**src/rtl/smb_idx_pkg.sv**
```systemverilog
package smb_idx_pkg;

    localparam int BYTE_W = 8;
    localparam int CNT_W  = 7;

    localparam logic [BYTE_W-1:0] ADDR_WR = 8'hD2;
    localparam logic [BYTE_W-1:0] ADDR_RD = 8'hD3;

    typedef enum logic [2:0] {
        ST_IDLE,
        ST_ADDR,
        ST_OFFS,
        ST_CNT,
        ST_WDATA,
        ST_TXCNT,
        ST_TXDATA
    } xfer_st_t;

    typedef struct packed {
        logic scl_rise;
        logic scl_fall;
        logic start;
        logic stop;
    } bus_ev_t;

    typedef struct packed {
        logic              en;
        logic [BYTE_W-1:0] addr;
        logic [BYTE_W-1:0] data;
    } wr_req_t;

    // a zero length still reads one byte so the sequence terminates
    function automatic logic [CNT_W-1:0] eff_len(input logic [CNT_W-1:0] c);
        return (c == '0) ? CNT_W'(1) : c;
    endfunction

endpackage

```
**src/rtl/smb_bus_events.sv**
```systemverilog
module smb_bus_events
    import smb_idx_pkg::*;
(
    input  logic    clk,
    input  logic    rst,
    input  logic    scl_i,
    input  logic    sda_i,
    output bus_ev_t ev
);

    logic scl_q;
    logic sda_q;

    always_ff @(posedge clk) begin
        if (rst) begin
            scl_q <= 1'b1;
            sda_q <= 1'b1;
        end else begin
            scl_q <= scl_i;
            sda_q <= sda_i;
        end
    end

    always_comb begin
        ev.scl_rise = scl_i & ~scl_q;
        ev.scl_fall = ~scl_i & scl_q;
        ev.start    = scl_i & scl_q & sda_q & ~sda_i;
        ev.stop     = scl_i & scl_q & ~sda_q & sda_i;
    end

endmodule

```
**src/rtl/smb_rdcnt_reg.sv**
```systemverilog
module smb_rdcnt_reg #(
    parameter int                CW        = 7,
    parameter logic [CW-1:0]     RESET_VAL = 7'h0F
) (
    input  logic          clk,
    input  logic          rst,
    input  logic          flag_ld,
    input  logic          reg_ld,
    input  logic [CW-1:0] ld_val,
    output logic [CW-1:0] cnt
);

    always_ff @(posedge clk) begin
        if (rst) begin
            cnt <= RESET_VAL;
        end else if (flag_ld || reg_ld) begin
            cnt <= ld_val;
        end
    end

endmodule

```
**src/rtl/smb_xfer_ctrl.sv**
```systemverilog
module smb_xfer_ctrl
    import smb_idx_pkg::*;
#(
    parameter logic [BYTE_W-1:0] CNT_IDX = 8'd8
) (
    input  logic              clk,
    input  logic              rst,
    input  bus_ev_t           ev,
    input  logic              sda_i,
    input  logic [CNT_W-1:0]  cnt,
    input  logic [BYTE_W-1:0] rd_data_i,
    output logic [BYTE_W-1:0] rd_addr_o,
    output logic              drive_o,
    output wr_req_t           wr_o,
    output logic              flag_ld_o,
    output logic              reg_ld_o,
    output logic [CNT_W-1:0]  ld_val_o
);

    localparam logic [3:0] BIT_LAST = 4'd8;
    localparam logic [3:0] BIT_ACK  = 4'd9;

    xfer_st_t          st;
    xfer_st_t          nxt;
    logic [3:0]        bit_cnt;
    logic [BYTE_W-1:0] shreg;
    logic [BYTE_W-1:0] ptr;
    logic [BYTE_W-1:0] rem;
    logic              drive_q;
    wr_req_t           wr_q;
    logic              flag_ld_q;
    logic              reg_ld_q;
    logic [CNT_W-1:0]  ld_val_q;

    logic              is_tx;
    logic [BYTE_W-1:0] rd_byte;

    assign is_tx     = (st == ST_TXCNT) || (st == ST_TXDATA);
    assign rd_byte   = (ptr == CNT_IDX) ? {1'b0, cnt} : rd_data_i;
    assign rd_addr_o = ptr;
    assign drive_o   = drive_q;
    assign wr_o      = wr_q;
    assign flag_ld_o = flag_ld_q;
    assign reg_ld_o  = reg_ld_q;
    assign ld_val_o  = ld_val_q;

    always_ff @(posedge clk) begin
        if (rst) begin
            st        <= ST_IDLE;
            nxt       <= ST_IDLE;
            bit_cnt   <= '0;
            shreg     <= '0;
            ptr       <= '0;
            rem       <= '0;
            drive_q   <= 1'b0;
            wr_q      <= '0;
            flag_ld_q <= 1'b0;
            reg_ld_q  <= 1'b0;
            ld_val_q  <= '0;
        end else begin
            wr_q.en   <= 1'b0;
            flag_ld_q <= 1'b0;
            reg_ld_q  <= 1'b0;
            if (ev.start) begin
                st      <= ST_ADDR;
                bit_cnt <= '0;
                drive_q <= 1'b0;
            end else if (ev.stop) begin
                st      <= ST_IDLE;
                bit_cnt <= '0;
                drive_q <= 1'b0;
            end else if (st != ST_IDLE) begin
                if (ev.scl_rise) begin
                    if (is_tx) begin
                        if (bit_cnt == BIT_LAST) begin
                            if (sda_i) begin
                                st      <= ST_IDLE;
                                bit_cnt <= '0;
                            end else begin
                                bit_cnt <= BIT_ACK;
                            end
                        end else if (bit_cnt < BIT_LAST) begin
                            bit_cnt <= bit_cnt + 4'd1;
                        end
                    end else if (bit_cnt < BIT_LAST) begin
                        shreg   <= {shreg[BYTE_W-2:0], sda_i};
                        bit_cnt <= bit_cnt + 4'd1;
                    end
                end else if (ev.scl_fall) begin
                    if (bit_cnt == BIT_ACK) begin
                        bit_cnt <= '0;
                        case (st)
                            ST_TXCNT: begin
                                shreg   <= rd_byte;
                                drive_q <= ~rd_byte[BYTE_W-1];
                                ptr     <= ptr + 8'd1;
                                rem     <= {1'b0, eff_len(cnt)} - 8'd1;
                                st      <= ST_TXDATA;
                            end
                            ST_TXDATA: begin
                                if (rem == '0) begin
                                    drive_q <= 1'b0;
                                    st      <= ST_IDLE;
                                end else begin
                                    shreg   <= rd_byte;
                                    drive_q <= ~rd_byte[BYTE_W-1];
                                    ptr     <= ptr + 8'd1;
                                    rem     <= rem - 8'd1;
                                end
                            end
                            default: begin
                                st <= nxt;
                                if (nxt == ST_TXCNT) begin
                                    shreg   <= {1'b0, cnt};
                                    drive_q <= 1'b1;
                                end else begin
                                    drive_q <= 1'b0;
                                end
                            end
                        endcase
                    end else if (is_tx) begin
                        if (bit_cnt == BIT_LAST) begin
                            drive_q <= 1'b0;
                        end else if (bit_cnt != '0) begin
                            shreg   <= {shreg[BYTE_W-2:0], 1'b0};
                            drive_q <= ~shreg[BYTE_W-2];
                        end
                    end else if (bit_cnt == BIT_LAST) begin
                        // a received byte is complete: acknowledge or drop
                        case (st)
                            ST_ADDR: begin
                                if (shreg == ADDR_WR || shreg == ADDR_RD) begin
                                    drive_q <= 1'b1;
                                    bit_cnt <= BIT_ACK;
                                    nxt     <= (shreg == ADDR_RD) ? ST_TXCNT : ST_OFFS;
                                end else begin
                                    st      <= ST_IDLE;
                                    bit_cnt <= '0;
                                end
                            end
                            ST_OFFS: begin
                                drive_q <= 1'b1;
                                bit_cnt <= BIT_ACK;
                                ptr     <= shreg;
                                nxt     <= ST_CNT;
                            end
                            ST_CNT: begin
                                if (shreg == '0) begin
                                    st      <= ST_IDLE;
                                    bit_cnt <= '0;
                                end else begin
                                    drive_q <= 1'b1;
                                    bit_cnt <= BIT_ACK;
                                    if (shreg[BYTE_W-1]) begin
                                        flag_ld_q <= 1'b1;
                                        ld_val_q  <= shreg[CNT_W-1:0];
                                        nxt       <= ST_IDLE;
                                    end else begin
                                        rem <= shreg;
                                        nxt <= ST_WDATA;
                                    end
                                end
                            end
                            ST_WDATA: begin
                                drive_q   <= 1'b1;
                                bit_cnt   <= BIT_ACK;
                                wr_q.en   <= 1'b1;
                                wr_q.addr <= ptr;
                                wr_q.data <= shreg;
                                if (ptr == CNT_IDX) begin
                                    reg_ld_q <= 1'b1;
                                    ld_val_q <= shreg[CNT_W-1:0];
                                end
                                ptr <= ptr + 8'd1;
                                rem <= rem - 8'd1;
                                nxt <= (rem == 8'd1) ? ST_IDLE : ST_WDATA;
                            end
                            default: begin
                                st      <= ST_IDLE;
                                bit_cnt <= '0;
                            end
                        endcase
                    end
                end
            end
        end
    end

endmodule

```
**src/rtl/smb_idx_regs.sv**
```systemverilog
module smb_idx_regs
    import smb_idx_pkg::*;
#(
    parameter logic [BYTE_W-1:0] CNT_IDX   = 8'd8,
    parameter logic [CNT_W-1:0]  CNT_RESET = 7'h0F
) (
    input  logic              clk,
    input  logic              rst,
    input  logic              scl_i,
    input  logic              sda_i,
    output logic              sda_pd_o,
    output logic              wr_en_o,
    output logic [BYTE_W-1:0] wr_addr_o,
    output logic [BYTE_W-1:0] wr_data_o,
    output logic [BYTE_W-1:0] rd_addr_o,
    input  logic [BYTE_W-1:0] rd_data_i
);

    bus_ev_t          ev;
    wr_req_t          wr;
    logic [CNT_W-1:0] cnt;
    logic             flag_ld;
    logic             reg_ld;
    logic [CNT_W-1:0] ld_val;

    smb_bus_events u_ev (
        .clk   (clk),
        .rst   (rst),
        .scl_i (scl_i),
        .sda_i (sda_i),
        .ev    (ev)
    );

    smb_rdcnt_reg #(
        .CW        (CNT_W),
        .RESET_VAL (CNT_RESET)
    ) u_cnt (
        .clk     (clk),
        .rst     (rst),
        .flag_ld (flag_ld),
        .reg_ld  (reg_ld),
        .ld_val  (ld_val),
        .cnt     (cnt)
    );

    smb_xfer_ctrl #(
        .CNT_IDX (CNT_IDX)
    ) u_ctrl (
        .clk       (clk),
        .rst       (rst),
        .ev        (ev),
        .sda_i     (sda_i),
        .cnt       (cnt),
        .rd_data_i (rd_data_i),
        .rd_addr_o (rd_addr_o),
        .drive_o   (sda_pd_o),
        .wr_o      (wr),
        .flag_ld_o (flag_ld),
        .reg_ld_o  (reg_ld),
        .ld_val_o  (ld_val)
    );

    assign wr_en_o   = wr.en;
    assign wr_addr_o = wr.addr;
    assign wr_data_o = wr.data;

endmodule

```
**config.mk**
```make
export PLATFORM = sky130hd
export DESIGN_NAME = smb_idx_regs
export DESIGN_NICKNAME = d
export VERILOG_FILES = /design/src/rtl/smb_idx_pkg.sv /design/src/rtl/smb_bus_events.sv /design/src/rtl/smb_rdcnt_reg.sv /design/src/rtl/smb_xfer_ctrl.sv /design/src/rtl/smb_idx_regs.sv
export SDC_FILE = /design/constraint.sdc
export NUM_CORES = 1
export LEC_CHECK = 0
export CAP_MARGIN = 20
export CORE_MARGIN = 3
export CORE_UTILIZATION = 35
export DETAILED_ROUTE_END_ITERATION = 6
export DONT_BUFFER_PORTS = 1
export GPL_TIMING_DRIVEN = 1
export PLACE_DENSITY_LB_ADDON = 0.3
export SYNTH_ARGS = -nofsm -noshare
export SYNTH_HDL_FRONTEND = slang
export SYNTH_HIERARCHICAL = 1
export SYNTH_SLANG_ARGS = --single-unit
```
**constraint.sdc**
```tcl
create_clock -name clk -period 6.9 [get_ports clk]
set_input_delay 0.69 -clock clk [delete_from_list [all_inputs] [get_ports clk]]
set_output_delay 0.69 -clock clk [all_outputs]
set_load 0.03 [all_outputs]
```
# Word level (Yosys, flattened, before mapping)
# Index checks and enable logic that the tools add are counted.
# totals
regBits	70
inputBits	12
output_inout_bits	26
word_cells	207
# classes
n_addsub	4
order_cmp	1
n_eq_ne	45
muxes	79
bitwise_logic	23
reduce_logical	38
# op_table
cell	n
2-to-1 mux 8 bit	21
one-hot mux 8 bit (2 select lines)	5
2-to-1 mux 3 bit	16
2-to-1 mux 4 bit	11
AND reduction 11 bit	4
2-to-1 mux 7 bit	4
nonzero test 3 bit	9
AND reduction 12 bit	2
2-to-1 mux 17 bit	1
== test 8 bit, second input constant	2
logical NOT 8 bit	2
inverter 1 bit	16
nonzero test 4 bit	4
2-to-1 mux 1 bit	14
one-hot mux 7 bit (2 select lines)	1
== test 3 bit, second input constant	4
!= test 2 x 1 -> 1 bit, second input constant	6
!= test 4 x 3 -> 1 bit, second input constant	3
!= test 4 bit, second input constant	3
one-hot mux 3 bit (4 select lines)	1
one-hot mux 4 bit (3 select lines)	1
OR reduction 11 bit	1
AND reduction 10 bit	1
OR reduction 10 bit	1
37 further kinds	57

# Depth between registers and ports, before layout
# logic_depth
depth_word	12
depth_mapped	10
depth_no_buf	8

# Cells and area by module
# The synthesis kept the hierarchy.
# modules_own_cells
mod	instances	cells_each	area_each_um2	seq_area_each_um2
smb_xfer_ctrl	1	494	3930.0	1221.2
smb_rdcnt_reg	1	32	282.8	140.1
smb_bus_events	1	8	85.1	40.0

# Worst setup path after synthesis
# No wires, ideal clock.
# synth_timing
kind	input-to-reg
startpoint	in scl_i
endpoint	reg u_ctrl.ld_val_q[0] (netlist: u_ctrl/ld_val_o[0])
setup_ps	128
arrival_time_ps	2550
t_required_ps	6772
path_slack_ps	4222
cell_stages	7
path_buffers	1
path_cell_list	and4b_1 or4b_4 or2_1 or4_1 buf_2 mux2i_1 nor2_1
# synth_between
elab_chain_cells	5
word_cells_on_any_way	12
classes_between	11 x bitwise; 1 x reduce/logical
# synth_lines
element	line_no	rtl
from (decl)	smb_idx_regs.sv:9	input logic scl_i,
AND 1 bit	smb_bus_events.sv:27, smb_bus_events.sv:28	
AND 1 bit, on equally long branches (2 in a row)	smb_bus_events.sv:27, smb_bus_events.sv:28	
inverter 1 bit (no source line)	n/a	
AND reduction 12 bit (no source line) *	n/a	
to (signal assigned)	smb_xfer_ctrl.sv:156	ld_val_q <= shreg[CNT_W-1:0];
to (signal assigned)	smb_xfer_ctrl.sv:172	ld_val_q <= shreg[CNT_W-1:0];
to (decl)	smb_xfer_ctrl.sv:33	logic [CNT_W-1:0] ld_val_q;
# Every way passes the cells marked *; elsewhere a longest branch is shown, timed or not.
# A chain may end at the register's enable or synchronous reset.

# Worst setup path in the final report
# layout_timing
startpoint	reg u_ctrl.st[2]
endpoint	reg u_ctrl.ptr[0] (netlist: u_ctrl/rd_addr_o[0])
# layout_between
elab_chain_cells	5
word_cells_on_any_way	16
classes_between	7 x eq/ne; 5 x mux; 4 x reduce/logical
# layout_lines
element	line_no	rtl
from (decl)	smb_xfer_ctrl.sv:23	xfer_st_t st;
from (signal assigned)	smb_xfer_ctrl.sv:112	st <= nxt;
== test 3 bit or == test 3 x 2 -> 1 bit (tied branches)	smb_xfer_ctrl.sv:130	case (st)
one-hot mux 8 bit (2 select lines)	smb_xfer_ctrl.sv:130	
2-to-1 mux 8 bit	smb_xfer_ctrl.sv:128	end else if (bit_cnt == BIT_LAST) begin
2-to-1 mux 8 bit	smb_xfer_ctrl.sv:121	end else if (is_tx) begin
2-to-1 mux 8 bit	smb_xfer_ctrl.sv:90	if (bit_cnt == BIT_ACK) begin
to (signal assigned)	smb_xfer_ctrl.sv:96	ptr <= ptr + 8'd1;
to (signal assigned)	smb_xfer_ctrl.sv:107	ptr <= ptr + 8'd1;
to (signal assigned)	smb_xfer_ctrl.sv:144	ptr <= shreg;
to (decl)	smb_xfer_ctrl.sv:27	logic [BYTE_W-1:0] ptr;
# Parallel ways exist; a longest one is shown, timed or not. The select of a mux whose other input is x is not followed.

==> run_summary.xml <==
<?xml version="1.0" encoding="UTF-8"?>
<metrics>
  <group name="clocking">
    <metric name="cts.sinks" unit="">70</metric>
    <metric name="clkLatencyLatePin" unit="ns">0.34</metric>
    <metric name="cts_buffers" unit="">9</metric>
    <metric name="clock_root_cell" unit="">sky130_fd_sc_hd__clkbuf_16</metric>
    <metric name="clk_transition_reported_paths" unit="ns">0.06</metric>
    <metric name="cts_repair_resize_count" unit="">0</metric>
    <metric name="tritoncts" unit="">yes</metric>
    <metric name="cts_post_setup_buffers_inserted" unit="">0</metric>
    <metric name="h-tree-depth" unit="">3</metric>
    <metric name="max-clock-path-buffers" unit="">2</metric>
    <metric name="cts-hold-fix-buffers" unit="">0</metric>
  </group>
  <group name="sta">
    <metric name="setup_viol" unit="">0</metric>
    <metric name="min_period_over_period" unit="%">42.2</metric>
    <metric name="maxSlewHeadroom" unit="%">37.6</metric>
    <metric name="fin_worst_skew" unit="ns">0.00738</metric>
    <metric name="grt_setup_unrepaired" unit="">false</metric>
    <metric name="final_number_of_hold_violating_endpoints" unit="">0</metric>
    <metric name="final_period_minus_worst_setup_slack" unit="ns">2.91</metric>
    <metric name="finalMaxSlewViolations" unit="">0</metric>
    <metric name="finalSetupTns" unit="ns">0</metric>
    <metric name="fin_hold_ws" unit="ns">0.429</metric>
    <metric name="worstMarginPinSlew" unit="ns">0.934</metric>
    <metric name="achievable-frequency" unit="MHz">343</metric>
  </group>
  <group name="worst_setup_path">
    <metric name="bufs_and_invs_on_worst_path" unit="">0</metric>
    <metric name="crit_fanout" unit="">26</metric>
    <metric name="timing.rr.end" unit="">u_ctrl/rd_addr_o[0]$_SDFFE_PP0P_</metric>
    <metric name="worstPathArrival" unit="ns">3.19</metric>
    <metric name="cp_depth" unit="">5</metric>
    <metric name="crit_path_cell_trace" unit="">or3b_1, mux2i_1, o221ai_2, or3_1, a31oi_1</metric>
    <metric name="crit_path_start_kind" unit="">flip-flop</metric>
    <metric name="cp_slowest_cell" unit="">sky130_fd_sc_hd__dfxtp_1</metric>
    <metric name="cp_data_required_time" unit="ns">7.17</metric>
    <metric name="critPathMaxStageDelay" unit="ns">0.93</metric>
    <metric name="crit_end_element" unit="">flip-flop</metric>
    <metric name="r2r_cells" unit="">5</metric>
    <metric name="worst_setup_path_endpoint" unit="">u_ctrl/rd_addr_o[0]$_SDFFE_PP0P_</metric>
    <metric name="timing.critical_path.max_delay_family" unit="">simple AND/OR/NAND/NOR gates</metric>
    <metric name="worst-r2r-setup-slack" unit="ns">3.99</metric>
    <metric name="worstSetupPathType" unit="">reg2reg</metric>
    <metric name="crit_path_start" unit="">u_ctrl/st[2]$_SDFFE_PP0P_</metric>
    <metric name="crit-reg2reg-launch" unit="">u_ctrl/st[2]$_SDFFE_PP0P_</metric>
  </group>
  <group name="synth">
    <metric name="synthArstFlopShare" unit="%">0</metric>
    <metric name="synthDistinctLibCells" unit="">77</metric>
    <metric name="postSynthAreaPerCell" unit="sq um">8.05</metric>
    <metric name="synthCells" unit="">534</metric>
    <metric name="synth_edf_count" unit="">0</metric>
    <metric name="synth.yosys.seq_area_share" unit="%">32.6</metric>
    <metric name="synth_fp_nets" unit="">555</metric>
    <metric name="mappedNetlistArea" unit="sq um">4300</metric>
    <metric name="synth.ff_latch_count" unit="">70</metric>
    <metric name="yosys_most_used_dff" unit="">sky130_fd_sc_hd__dfxtp_1</metric>
    <metric name="ys.warnings.count" unit="">6</metric>
  </group>
  <group name="power_and_ir_drop">
    <metric name="totalPowerFinal" unit="W">0.000906</metric>
    <metric name="power.density_cell_area" unit="nW/um^2">195</metric>
    <metric name="ir_drop" unit="V">0.000124</metric>
    <metric name="power.static_leakage" unit="nW">1.60</metric>
  </group>
  <group name="floorplanning">
    <metric name="dieArea" unit="sq um">13600</metric>
    <metric name="design.portCount" unit="">38</metric>
    <metric name="dieWidth" unit="um">117</metric>
    <metric name="floorplan.die.height" unit="um">117</metric>
    <metric name="fp.coreArea" unit="sq um">11700</metric>
    <metric name="initial_utilization" unit="%">36.7</metric>
    <metric name="placement_rows" unit="">39</metric>
  </group>
  <group name="min_path">
    <metric name="worst_hold_path_type" unit="">in2reg</metric>
    <metric name="hold_start" unit="">rst</metric>
  </group>
  <group name="routing">
    <metric name="postRouteWirelength" unit="mm">12.8</metric>
    <metric name="num_vias" unit="">4149</metric>
    <metric name="avgRoutedWirePerCell" unit="um">19.4</metric>
    <metric name="dr.pass1.iters" unit="">5</metric>
    <metric name="drc_errors" unit="">0</metric>
    <metric name="route.detailed.vias_per_inst" unit="">6.28</metric>
    <metric name="final_antenna_net_count" unit="">0</metric>
    <metric name="detailedRoute.firstIterationViolations" unit="">499</metric>
  </group>
  <group name="global_route">
    <metric name="grt_pass1_vias" unit="">3773</metric>
    <metric name="top_usage_layer" unit="">met2</metric>
    <metric name="grt_use_met1" unit="%">26.8</metric>
    <metric name="gr-total-overflow" unit="">0</metric>
    <metric name="global_route.usage.met3" unit="%">3.39</metric>
    <metric name="met2_usage" unit="%">29.1</metric>
    <metric name="grt_pass1_wl" unit="mm">20.3</metric>
    <metric name="antenna_found_initial" unit="">0</metric>
    <metric name="grt_start_max_net_pins" unit="">65</metric>
    <metric name="overall_fraction_of_global_route_tracks_in_use" unit="%">19.0</metric>
  </group>
  <group name="place">
    <metric name="globalplace.congestion" unit="">0.935</metric>
    <metric name="dp_area" unit="sq um">4350</metric>
    <metric name="io_buffer_count" unit="">0</metric>
    <metric name="dp.final_hpwl" unit="mm">8.94</metric>
  </group>
  <group name="final_layout">
    <metric name="layout.cell_area.non_filler" unit="sq um">4660</metric>
    <metric name="final_common_cell" unit="">sky130_fd_sc_hd__dfxtp_1</metric>
    <metric name="layout_common_cells" unit="">sky130_fd_sc_hd__dfxtp_1, sky130_fd_sc_hd__nand2_1, sky130_fd_sc_hd__a21oi_1, sky130_fd_sc_hd__nor2_1, sky130_fd_sc_hd__mux2i_1</metric>
    <metric name="layout.nets" unit="">534</metric>
    <metric name="area_growth_syn_to_layout" unit="%">8.33</metric>
    <metric name="share_of_post_route_cells_with_drive_strength_above_1" unit="%">6.76</metric>
    <metric name="antenna-diode-count" unit="">0</metric>
  </group>
  <group name="outcome">
    <metric name="outcome" unit="">complete, no violations</metric>
  </group>
  <group name="run">
    <metric name="drv_cap" unit="">0</metric>
  </group>
</metrics>
==> power breakdown <==
| group | internal (W) | leakage [nW] | switching [W] |
|---|---|---|---|
| logic | 0.00000697 | 0.890 | 0.0000137 |
| registers | 0.000405 | 0.564 | 0.00000276 |
| clock network | 0.000291 | 0.149 | 0.000186 |
==> layout make-up <==
| class | count | area, sq um |
|---|---|---|
| clock inverter | 6 | 68.8 |
| timing repair buffer | 2 | 15.0 |
| fill | 1192 | 7060 |
| tap | 143 | 179 |
| inverter | 14 | 52.6 |
| multi-input combinational | 416 | 2700 |
| clock buffer | 10 | 239 |
| sequential | 70 | 1400 |
==> worst min path at each step <==
| stage | cells after the start | slack (ns) | to |
|---|---|---|---|
| 6_report | 1 | 0.43 | u_ctrl/ld_val_o[6]$_SDFFE_PP0P_ |
| 3_3_place_gp | 2 | 0.48 | u_cnt/cnt[4]$_SDFFE_PP0P_ |
| 5_1_grt | 1 | 0.42 | u_ctrl/st[0]$_SDFFE_PP0P_ |
| 4_1_cts | 1 | 0.41 | u_ctrl/wr_o[2]$_SDFFE_PP0P_ |
| 2_1_floorplan | 2 | 0.44 | u_ctrl/nxt[0]$_SDFFE_PP0P_ |
| 3_5_place_dp | 2 | 0.49 | u_ctrl/rem[1]$_SDFFE_PP0P_ |
==> per-stage QoR <==
stage               worst slack (ns)  utilization, %  instances
global route                    3.79            39.8        661
CTS                             4.07            39.8        661
floorplan                       4.22               -        534
finish                          3.99            39.8        661
detailed placement              3.93            37.1        645
global placement                4.01            37.1        645
==> routing by layer <==
layer,vias to the layer above,part of all wire (%)
met1,1975,46
li1,1958,-
met2,198,46
met4,0,1.9
met3,18,6.7
met5,-,0
==> state kept, by name, indices dropped and copies added (netlist names) <==
register and flops:
u_ctrl/nxt 3, u_ctrl/reg_ld_o 1, u_ctrl/drive_o 1, u_ev/sda_q 1, u_ctrl/rem 8, u_ctrl/wr_o 17
u_ctrl/ld_val_o 7, u_ctrl/shreg 8, u_ev/scl_q 1, u_cnt/cnt 7, u_ctrl/flag_ld_o 1, u_ctrl/bit_cnt 4
u_ctrl/rd_addr_o 8, u_ctrl/st 3
==> synth_stat cells (5+ instances only) <==
master | instances | share of area, %
sky130_fd_sc_hd__and3b_1 | 5 | 1.0
sky130_fd_sc_hd__inv_1 | 14 | 1.2
sky130_fd_sc_hd__nor4_1 | 10 | 1.5
sky130_fd_sc_hd__o21ai_0 | 22 | 2.6
sky130_fd_sc_hd__nor2_1 | 36 | 3.1
sky130_fd_sc_hd__o211ai_1 | 9 | 1.6
sky130_fd_sc_hd__nor2b_1 | 5 | 0.73
sky130_fd_sc_hd__a21o_1 | 5 | 0.87
sky130_fd_sc_hd__or4_1 | 6 | 1.0
sky130_fd_sc_hd__nand3_1 | 11 | 1.3
sky130_fd_sc_hd__dfxtp_1 | 70 | 33
sky130_fd_sc_hd__ha_1 | 9 | 2.6
sky130_fd_sc_hd__xnor2_1 | 6 | 1.2
sky130_fd_sc_hd__nand2_1 | 67 | 5.9
sky130_fd_sc_hd__a31oi_1 | 8 | 1.2
sky130_fd_sc_hd__o31ai_1 | 10 | 1.7
sky130_fd_sc_hd__a211o_1 | 8 | 1.6
sky130_fd_sc_hd__buf_2 | 9 | 1.0
sky130_fd_sc_hd__clkbuf_1 | 22 | 1.9
sky130_fd_sc_hd__or3_1 | 5 | 0.73
sky130_fd_sc_hd__mux2i_1 | 24 | 5.6
sky130_fd_sc_hd__nor3_1 | 19 | 2.2
sky130_fd_sc_hd__a21oi_1 | 51 | 5.9
==> cells by family after synthesis <==
family                   after synthesis  synth area share (%)
multiplexers                          25                  5.85
AO/OA/AOI/OAI                        167                  26.7
buffers and inverters                 48                  4.72
flip-flops                            70                  32.6
AND/OR/NAND/NOR                      207                  25.9
XOR/XNOR                               8                  1.63
adder cells (fa/ha/maj)                9                  2.62
No activity file was read; power rests on OpenSTA's default activity.
